===== src/rtl/rden_emul_pkg.sv =====
package rden_emul_pkg;
    typedef enum logic {
        SEL_HELD  = 1'b0,
        SEL_FRESH = 1'b1
    } rd_sel_e;
endpackage


===== src/rtl/rden_emul_cell.sv =====
// Single-port storage cell: reads on every enabled cycle (read-first),
// no clock enable on its read-data register.
module rden_emul_cell #(
    parameter int ADDR_W = 4,
    parameter int DATA_W = 8
) (
    input  logic              clk,
    input  logic              rst_n,
    input  logic              en,
    input  logic              we,
    input  logic [ADDR_W-1:0] addr,
    input  logic [DATA_W-1:0] wdata,
    output logic [DATA_W-1:0] q
);
    localparam int DEPTH = 1 << ADDR_W;

    logic [DATA_W-1:0] words [DEPTH];

    always_ff @(posedge clk or negedge rst_n) begin
        if (!rst_n) begin
            q <= '0;
            for (int i = 0; i < DEPTH; i++) words[i] <= '0;
        end else if (en) begin
            q <= words[addr];
            if (we) words[addr] <= wdata;
        end
    end
endmodule


===== src/rtl/rden_emul_merge.sv =====
// Steers two logical channels onto one physical port and detects clashes.
module rden_emul_merge #(
    parameter int ADDR_W    = 4,
    parameter bit EXCL_MODE = 1'b0
) (
    input  logic              rd_en,
    input  logic [ADDR_W-1:0] rd_addr,
    input  logic              wr_en,
    input  logic [ADDR_W-1:0] wr_addr,
    output logic              phys_en,
    output logic              phys_we,
    output logic [ADDR_W-1:0] phys_addr,
    output logic              clash
);
    logic both;
    assign both = rd_en & wr_en;

    generate
        if (EXCL_MODE) begin : g_excl
            assign clash = both;
        end else begin : g_shared
            assign clash = both & (rd_addr != wr_addr);
        end
    endgenerate

    always_comb begin
        phys_we   = wr_en & ~clash;
        phys_en   = rd_en | phys_we;
        phys_addr = phys_we ? wr_addr : rd_addr;
    end
endmodule


===== src/rtl/rden_emul_hold.sv =====
// Rebuilds a read-data clock enable: select state machine plus hold register.
module rden_emul_hold
    import rden_emul_pkg::*;
#(
    parameter int DATA_W = 8
) (
    input  logic              clk,
    input  logic              rst_n,
    input  logic              rd_take,
    input  logic [DATA_W-1:0] raw_q,
    output logic [DATA_W-1:0] rd_data
);
    rd_sel_e           state, state_nx;
    logic [DATA_W-1:0] held;

    always_comb begin
        state_nx = state;
        unique case (state)
            SEL_HELD:  state_nx = rd_take ? SEL_FRESH : SEL_HELD;  // T_ARM / T_IDLE
            SEL_FRESH: state_nx = rd_take ? SEL_FRESH : SEL_HELD;  // T_KEEP / T_DROP
            default:   state_nx = SEL_HELD;
        endcase
    end

    always_ff @(posedge clk or negedge rst_n) begin
        if (!rst_n) state <= SEL_HELD;
        else        state <= state_nx;
    end

    always_ff @(posedge clk or negedge rst_n) begin
        if (!rst_n)                  held <= '0;
        else if (state == SEL_FRESH) held <= raw_q;
    end

    always_comb begin
        rd_data = held;
        unique case (state)
            SEL_HELD:  rd_data = held;
            SEL_FRESH: rd_data = raw_q;
            default:   rd_data = held;
        endcase
    end
endmodule


===== src/rtl/rden_emul_ram.sv =====
module rden_emul_ram #(
    parameter int ADDR_W    = 4,
    parameter int DATA_W    = 8,
    parameter bit EXCL_MODE = 1'b0
) (
    input  logic              clk,
    input  logic              rst_n,
    input  logic              rd_en,
    input  logic [ADDR_W-1:0] rd_addr,
    output logic [DATA_W-1:0] rd_data,
    input  logic              wr_en,
    input  logic [ADDR_W-1:0] wr_addr,
    input  logic [DATA_W-1:0] wr_data,
    output logic              conflict
);
    logic              p_en, p_we, clash;
    logic [ADDR_W-1:0] p_addr;
    logic [DATA_W-1:0] raw_q;

    rden_emul_merge #(.ADDR_W(ADDR_W), .EXCL_MODE(EXCL_MODE)) u_merge (
        .rd_en(rd_en), .rd_addr(rd_addr), .wr_en(wr_en), .wr_addr(wr_addr),
        .phys_en(p_en), .phys_we(p_we), .phys_addr(p_addr), .clash(clash)
    );

    rden_emul_cell #(.ADDR_W(ADDR_W), .DATA_W(DATA_W)) u_cell (
        .clk(clk), .rst_n(rst_n), .en(p_en), .we(p_we),
        .addr(p_addr), .wdata(wr_data), .q(raw_q)
    );

    rden_emul_hold #(.DATA_W(DATA_W)) u_hold (
        .clk(clk), .rst_n(rst_n), .rd_take(rd_en),
        .raw_q(raw_q), .rd_data(rd_data)
    );

    always_ff @(posedge clk or negedge rst_n) begin
        if (!rst_n) conflict <= 1'b0;
        else        conflict <= clash;
    end
endmodule


===== config.mk =====
export PLATFORM = sky130hd
export DESIGN_NAME = rden_emul_ram
export DESIGN_NICKNAME = d
export VERILOG_FILES = /design/src/rtl/rden_emul_pkg.sv /design/src/rtl/rden_emul_cell.sv /design/src/rtl/rden_emul_merge.sv /design/src/rtl/rden_emul_hold.sv /design/src/rtl/rden_emul_ram.sv
export SDC_FILE = /design/constraint.sdc
export NUM_CORES = 1
export LEC_CHECK = 0
export ABC_AREA = 0
export ABC_CLOCK_PERIOD_IN_PS = 1600
export BUFFER_PORTS_ARGS = -buffer_cell sky130_fd_sc_hd__buf_2
export CORE_MARGIN = 1.5
export CORE_UTILIZATION = 51
export DETAILED_ROUTE_END_ITERATION = 8
export PLACE_DENSITY = 0.7
export SYNTH_ARGS = -nofsm -noshare
export SYNTH_HDL_FRONTEND = slang
export SYNTH_SLANG_ARGS = --single-unit

===== constraint.sdc =====
create_clock -name clk -period 1.6 [get_ports clk]
set_clock_uncertainty 0.15 [all_clocks]
set_input_delay 0.24 -clock clk [delete_from_list [all_inputs] [get_ports clk]]
set_output_delay 0.24 -clock clk [all_outputs]
set_load 0.05 [all_outputs]

==> results of run 1 <==
layout make-up:
class	count	share of cell area, %
inverter	4	0.137
tap	184	2.10
clock buffer	18	3.92
multi-input combinational	383	43.1
timing repair buffer	180	15.9
sequential	146	33.4
clock inverter	14	1.51
worst register-to-register path, stage by stage (launching register included):
cell	delay (ns)
dfrtp_1	0.39
mux4_2	0.52
a22oi_2	0.29
nand2_1	0.12
o32a_1	0.34
sequential cells by signal (all words and copies together), names as in the netlist:
| name | cells |
|---|---|
| conflict | 1 |
| u_cell.words | 128 |
| u_hold.state | 1 |
| u_hold.held | 8 |
| u_cell.q | 8 |
repair_timing:
item | in CTS | in global routing
buffers inserted | 13 | 15
pin swaps | 35 | 24
gates resized for setup | 149 | 103
hold endpoints to repair | 147 | 0
cloned | 0 | 0
setup endpoints to repair | 144 | 144
hold buffers | 2 | 0
worst max path at each step:
stage | depth (start not counted) | end | slack, ns | from
floorplan | 5 | u_cell.words[72] | -0.82 | wr_addr[2]
global placement | 9 | u_cell.q[4] | -1.15 | wr_addr[2]
detailed placement | 9 | u_cell.q[4] | -1.19 | wr_addr[2]
CTS | 8 | u_cell.q[2] | -0.53 | rd_addr[0]
global route | 12 | u_cell.words[92] | -0.67 | wr_addr[0]
finish | 10 | u_cell.q[7] | -0.65 | wr_addr[0]
per-layer routing:
layer | up-vias | part of all wire, % | global-route usage, %
met4 | 0 | 3.0 | 12.6
met1 | 3172 | 42 | 38.5
met5 | - | 0 | 0
met2 | 234 | 50 | 49.1
met3 | 53 | 4.8 | 5.48
li1 | 2540 | - | -
cell families after synthesis:
family,count (synthesis),synth area share (%)
AOI/OAI and AO/OA,98,10.5
xor gates and xnor gates,4,0.461
buffers and inverters,43,2.52
DFF,146,48.1
muxes,220,33.6
and+or+nand+nor,61,4.81
cells in the final DEF, fill, tap and decap left out, types with 4 or more instances in the layout:
cell | synthesis | final
mux2_2 | 139 | 29
a221oi_1 | 24 | 8
clkbuf_16 | 0 | 17
clkinvlp_4 | 0 | 5
a211oi_2 | 0 | 4
nor2_1 | 9 | 9
mux2_4 | 1 | 111
a221oi_4 | 0 | 4
mux2i_1 | 66 | 64
inv_1 | 4 | 4
dfrtp_1 | 146 | 146
a21oi_1 | 8 | 5
nor3_4 | 0 | 5
nand3_4 | 0 | 5
o22ai_1 | 11 | 11
o221ai_2 | 0 | 4
nor3_1 | 8 | 5
a221o_1 | 4 | 4
mux4_2 | 14 | 14
nand2_1 | 12 | 9
buf_8 | 0 | 12
o221ai_1 | 20 | 16
o21ai_0 | 6 | 5
a221oi_2 | 0 | 12
buf_12 | 0 | 17
o32a_1 | 4 | 4
buf_4 | 2 | 105
clkinv_2 | 0 | 4
nor2_4 | 0 | 7
buf_2 | 6 | 14
a211o_1 | 4 | 4
buf_6 | 2 | 30
power by group:
group          total [mW]  leakage, nW  switching (mW)  internal [mW]
sequential           5.33         1.85           0.717           4.61
combinational        4.26         2.93            1.80           2.47
clock                4.01        0.278            1.57           2.44
total                13.6         5.06            4.09           9.52
through the flow:
step	instance area (µm²)	hold slack (ns)	TNS [ns]	setup WS, ns
2_1_floorplan	7720	-0.206	-107.66	-0.820
3_3_place_gp	9000	0.0252	-126.05	-1.15
3_5_place_dp	9000	0.0310	-132.62	-1.19
4_1_cts	10400	0.156	-60.00	-0.529
5_1_grt	10900	0.167	-78.52	-0.671
6_report	10900	0.149	-70.91	-0.649
==> run summary, run 1 <==
The flow ran to the end, but the final reports show violations. The checks that failed: negative setup slack. At the later pin of the worst-skew pair, clock insertion delay measures 0.43 ns. The multi-input combinational cells in the finished layout cover a total of 4710 µm². Setup violations remaining at the end of the flow were counted as 144.

Die area: 15600 µm². STA classifies the critical path startpoint as a primary input. For this run, asynchronously set or reset flops after synthesis account for 100%. Of the cells placed in the final design, the portion with a size suffix greater than 1 is 58.8%. The sequential standard cell area was 3650 µm².

Power spread over the standard cell area amounts to 1240 nW/µm². 0 antenna diodes ended up in the layout. The kind of path behind the tightest hold check was primary input to asynchronous set/reset pin. Yosys printed 0 warnings. The tools report the cell area after synthesis as 7600 µm². For the number of antenna violations at the first check in global routing, the log shows 0. For the portion of the post-synthesis area used by sequential elements, the log shows 48.1%. The logs give 592 for the net count after synthesis and 871 for the total placed cells including tap cells.

Counting both buffers and inverters, the worst setup path holds a total of 4. Routability-driven placement finished with a final weighted congestion of 0.885. The tools report the post-layout net count as 752. Reg-to-reg endpoint: u_cell.q[7]. In the synthesized netlist the dominant register cell turns out to be dfrtp_1. In the final routed layout, each cell accounts on average for 25.4 µm. The worst-case vdd ir drop was 955 µV; the number of search-and-repair iterations in the first detailed-routing pass was 5.

The tools report the total power draw as 13.6 mW. Setup repair after global routing could not meet its margin everywhere. Measured on the finished design, the core utilization comes to 75.3%.

The pin slew with the least headroom to its limit is 0.476 ns. For this run, design rule violations remaining after detail routing come to 0. Library cell contributing the largest single delay on the critical path: mux4_2. The tools report the starting utilization of the core area as 52.3%. The setup check on the worst reg-to-reg path leaves a slack of -0.32 ns. In this run the count of I/O pins placed on the die edge is 29.

The number of different library cells used by synthesis comes to 45. The count of state elements after synthesis was 146; the hold violation count in the final report was 0. The logs give 572 for the cell count after synthesis and 2 for the maximum buffer depth of the clock tree.

In this run the tightest slew margin relative to its limit is 68.3%. The final critical path takes up 141% of the cycle. Max-cap violations in this run came to 0. The number of cells in the finished layout apart from fillers was 929; the leakage power summed over all cells was 5.06 nW. By area the synthesized netlist is led by dfrtp_1 (48%), mux2_2 (21%), mux2i_1 (8.7%). For this run, the slowest stage of the critical path takes 0.56 ns.

The layout has 870 filler cells. The number of clock buffers inserted by TritonCTS was 17; the per-cell via count in the routed design was 6.46. TritonCTS built the clock tree.

The critical path capture point type was a flop. In this run the biggest area consumer among cell types represents 48.1% of the synthesized area. From synthesis to final layout, the design area changed by 44.1%.

The floorplan has 44 rows. The post-route minimum period works out to 2.25 ns. Largest fanout on the critical path: 7. The cell family contributing the most delay on the critical path is compound AO/OA/AOI/OAI gates. Average instance area after synthesis: 13.3 µm². The top cell type by total area after synthesis is dfrtp_1.

STA puts the critical path data required time at 1.76 ns. The clock transition at the register clock pins on the worst setup and hold paths after CTS was 0.06 ns. After legalization and detailed placement, the total HPWL measured 14700 µm.

For this block, the routed nets add up to 23600 µm of wire. In this run, synthesis inferred 0 flip-flops with an integrated enable. dfrtp_1 is the most common cell in the netlist. Global routing used 29.7% of the available tracks.

The arrival time of the worst setup path came out at 2.41 ns. Counting cells, the worst reg-to-reg path comes to 4. For this block, the initial DRC count from the detailed router was 467. The run gives 14500 µm² as the core outline area. CTS placed an instance of clkbuf_16 at the clock tree root. The timing-limited maximum frequency was 0.445 GHz.

Post-route worst setup slack: -0.649 ns. In this run the tool buffered the top-level ports with 28 buffer cells. The signal on the critical path passes through buf_12, buf_4, buf_4, nand2_4, a2bb2oi_4, buf_12, mux4_2, a22oi_2, nand2_1, o32a_1. Entering global routing, the biggest net connects 57 pins. The tree built by TritonCTS fans out to 146 sinks. Number of global-route vias before repair: 6345. The global-route wire length before repair came out at 35700 µm. The reg-to-reg startpoint was u_cell.words[23]. The H-tree generated during clock tree synthesis spans 4 levels.

The run gives 0 as the final-report max-slew violation count. Summed over all layers, the global routing overflow is 0. X dimension of the die: 125 µm. Detailed routing inserted a total of 5999 vias.

The run gives 0 as the post-detailed-route count of antenna-violating nets. The worst setup path is of the primary input to flop kind. Sorting the synthesized cells by how often they occur yields dfrtp_1 (146), mux2_2 (139), mux2i_1 (66). Chip height: 125 µm.
(Power assumes the default switching activity.)
==> inputs of run 2 (changes only) <==
Settings changed: PLACE_DENSITY 0.7 to 0.82.
==> run 2 against run 1 <==
  * The flow still finishes with violations (negative setup slack)
  * Register-to-register slack lost 0.05 ns
  * Routed wire length is 14% higher
  * Non-clock buffer count fell by 9
  * Setup slack better by 0.084 ns
  * Final cell count fell by 0.86%
  * First-iteration DRC count grew 63%
  * Largest cell class unchanged
  * Largest power group unchanged
==> run summary, run 2 (same netlist as run 1, synthesis figures left out) <==
The clock latency reported for the late side of the worst-skew pair was 0.44 ns (was 0.43 ns); the synthesis-to-layout area growth was 42.8% (was 44.1%). The worst-case vdd ir drop is 867 µV (was 955 µV), and the total power draw is 13.6 mW (about the same). The routed length per placed instance was 29.2 µm (was 25.4 µm). Number of global-route vias before repair: 6686 (was 6345). The library cell contributing the largest single delay on the critical path is a221oi_4 (was mux4_2). Largest delay contributor family on the critical path: compound AO/OA/AOI/OAI gates (unchanged). Violated checks: negative setup slack (unchanged). Maximum buffer depth of the clock tree: 2 (unchanged).

For the hold violation count in the final report, the log shows 0 (unchanged). The ratio of final minimum period to clock period was 135% (was 141%). The per-cell via count in the routed design was 6.98 (was 6.46); the total of fill cells in the finished design was 811 (was 870). Setup repair after global routing could not meet its margin everywhere.

The chip height was 125 µm (unchanged). The number of max-capacitance violations reported is 0 (unchanged), and the routed wire length is 26900 µm (was 23600 µm). The number of search-and-repair iterations in the first detailed-routing pass was 5 (unchanged). Type of origin of the critical path: a primary input (unchanged). Total power divided by cell area: 1250 nW/µm² (was 1240 nW/µm²). The final setup violation count was 144 (unchanged); the clock transition at the register clock pins on the worst setup and hold paths after CTS was 0.06 ns (about the same). The run finished, with violations left.

The area taken by multi-input logic gates is 4670 µm² (was 4710 µm²). The reg-to-reg startpoint was u_cell.words[40] (was u_cell.words[23]). The largest stage delay on the critical path was 0.41 ns (was 0.56 ns); the x dimension of the die was 125 µm (unchanged). The buffer and inverter count on the worst path works out to 2 (was 4). The endpoint of the most critical setup path is u_cell.q[7] (unchanged).

The pin slew with the least headroom to its limit was 0.538 ns (was 0.476 ns). CP cell instances: buf_4, xor2_4, o41ai_4, buf_6, o22ai_4, o21bai_4, a221oi_4, nor3_2, o32a_1 (was buf_12, buf_4, buf_4, nand2_4, a2bb2oi_4, buf_12, mux4_2, a22oi_2, nand2_1, o32a_1). The tools report the weighted congestion reported at the end of routability-driven placement as 0.889 (was 0.885). The register with the most flip-flops was u_cell.words (unchanged).

The number of flip-flops in the largest register was 128 (unchanged); the total overflow reported by the global router was 0 (unchanged). The final standard cell utilization of the core came out at 74.6% (was 75.3%). The worst slew margin relative to its limit is 63.9% (was 68.3%).

The post-layout net count was 744 (was 752). The global-route wire length before repair came out at 38700 µm (was 35700 µm). Most common cell after layout, fill and taps aside: dfrtp_1 (unchanged). For the accumulated negative setup slack, the log shows -61.46 ns (was -70.91 ns).

The sequential standard cell area is 3650 µm² (about the same), and the starting utilization of the core area is 52.3% (unchanged). The logs give 4.98 nW (was 5.06 nW) for the leakage power summed over all cells and 14500 µm² (unchanged) for the core outline area. The number of antenna violations at the first check in global routing is 0 (unchanged).

The post-route minimum period was 2.16 ns (was 2.25 ns); the worst slack at placement was -1.05 ns (was -1.19 ns). The placed wire-length estimate after detailed placement is 13800 µm (was 14700 µm). Number of cells on the worst reg-to-reg path: 5 (was 4). The layout cell share with drive strength beyond 1 came out at 56.9% (was 58.8%). Critical path capture point type: a flop (unchanged). TritonCTS built the clock tree.

The run gives -0.565 ns (was -0.649 ns) as the post-route worst setup slack. Type of the worst setup path: primary input to flop (unchanged). The kind of path behind the tightest hold check is primary input to asynchronous set/reset pin (unchanged). For the required time of the critical path, the log shows 1.77 ns (was 1.76 ns). The DRC marker count from the first detailed-route iteration was 761 (was 467). The depth of the critical timing path with buffers and inverters included is 9 (was 10), and the largest fanout on the critical path is 8 (was 7). The tools report the die area as 15600 µm² (unchanged). Most frequent cells in the layout: dfrtp_1 (145), mux2_4 (124), buf_4 (87) (was dfrtp_1 (146), mux2_4 (111), buf_4 (105)).

The run gives 0 (unchanged) as the post-detailed-route count of antenna-violating nets. The overall fraction of global-route tracks in use was 32.3% (was 29.7%). Top flop regs: u_cell.words: 128 flops, u_cell.q: 8 flops, u_hold.held: 8 flops (unchanged). Final-report max-slew violation count: 0 (unchanged). For the largest net degree at the start of global routing, the log shows 44 (was 57).

Total DRC errors in the routed layout: 0 (unchanged). The logs give 17 (unchanged) for the number of clock buffers inserted by TritonCTS and 0 (unchanged) for the total inserted antenna cells. The timing-limited maximum frequency came out at 0.462 GHz (was 0.445 GHz).

Root buffer cell: clkbuf_16 (unchanged). The deepest level of the CTS H-tree came out at 4 (unchanged). The tools report the reg-to-reg endpoint as u_cell.q[0] (was u_cell.q[7]). Launching instance or port of the critical path: rd_addr[0] (was wr_addr[0]).

The via count came out at 6430 (was 5999). The number of top-level pins is 29 (unchanged), and the register-to-register path setup slack is -0.37 ns (was -0.32 ns). The count of standard-cell rows is 44 (unchanged). The total clock sinks is 146 (unchanged), and the number of buffers added on ports is 28 (unchanged). The arrival time of the worst setup path was 2.33 ns (was 2.41 ns).
==> run 2: area by class of cell <==
type | instances | share of cell area [%]
clock buffers | 18 | 3.96
clock inverters | 14 | 1.25
inverters | 4 | 0.138
multi-input cells | 384 | 43.0
flip-flops and latches | 146 | 33.7
well taps | 184 | 2.12
repair buffers | 171 | 15.8
==> run 2: through the flow <==
| step | std cells | area, µm² | hold WS [ns] |
|---|---|---|---|
| floorplan | 572 | 7720 | -0.206 |
| global placement | 847 | 8820 | 0.0243 |
| detailed placement | 847 | 8820 | 0.0281 |
| CTS | 907 | 10500 | 0.143 |
| global route | 921 | 10800 | 0.158 |
| finish | 921 | 10800 | 0.123 |
==> run 2: worst min-delay path by stage <==
| stage | startpoint | to | slack, ns | cells after the start |
|---|---|---|---|---|
| after floorplan | rst_n | conflict | -0.21 | 0 |
| after global placement | rst_n | u_hold.held[1] | 0.02 | 1 |
| after detailed placement | rst_n | u_hold.held[0] | 0.03 | 1 |
| after CTS | rst_n | u_hold.held[6] | 0.14 | 2 |
| after global routing | rst_n | u_hold.held[0] | 0.16 | 2 |
| final | rst_n | u_hold.held[0] | 0.12 | 2 |
==> run 2: what timing repair did <==
action | in CTS | in global routing
endpoints found under the setup margin | 144 | 144
hold buffers | 2 | 0
resized for setup | 198 | 65
pin swaps | 27 | 26
endpoints found under the hold margin | 147 | 0
buffers inserted | 25 | 18
cloned | 3 | 0
==> run 2: where the power goes <==
| group | switching (mW) | internal [mW] |
|---|---|---|
| combinational | 1.87 | 2.44 |
| sequential | 0.853 | 4.61 |
| clock | 1.68 | 2.15 |
==> run 2: routing by layer <==
metal  vias up  part of all wire [%]  track usage, %
li1       2529                     -               -
met1      3272                    37            40.5
met2       481                    48            52.2
met3       148                   8.6            7.62
met4         0                   6.1            17.5
met5         -                     0               0
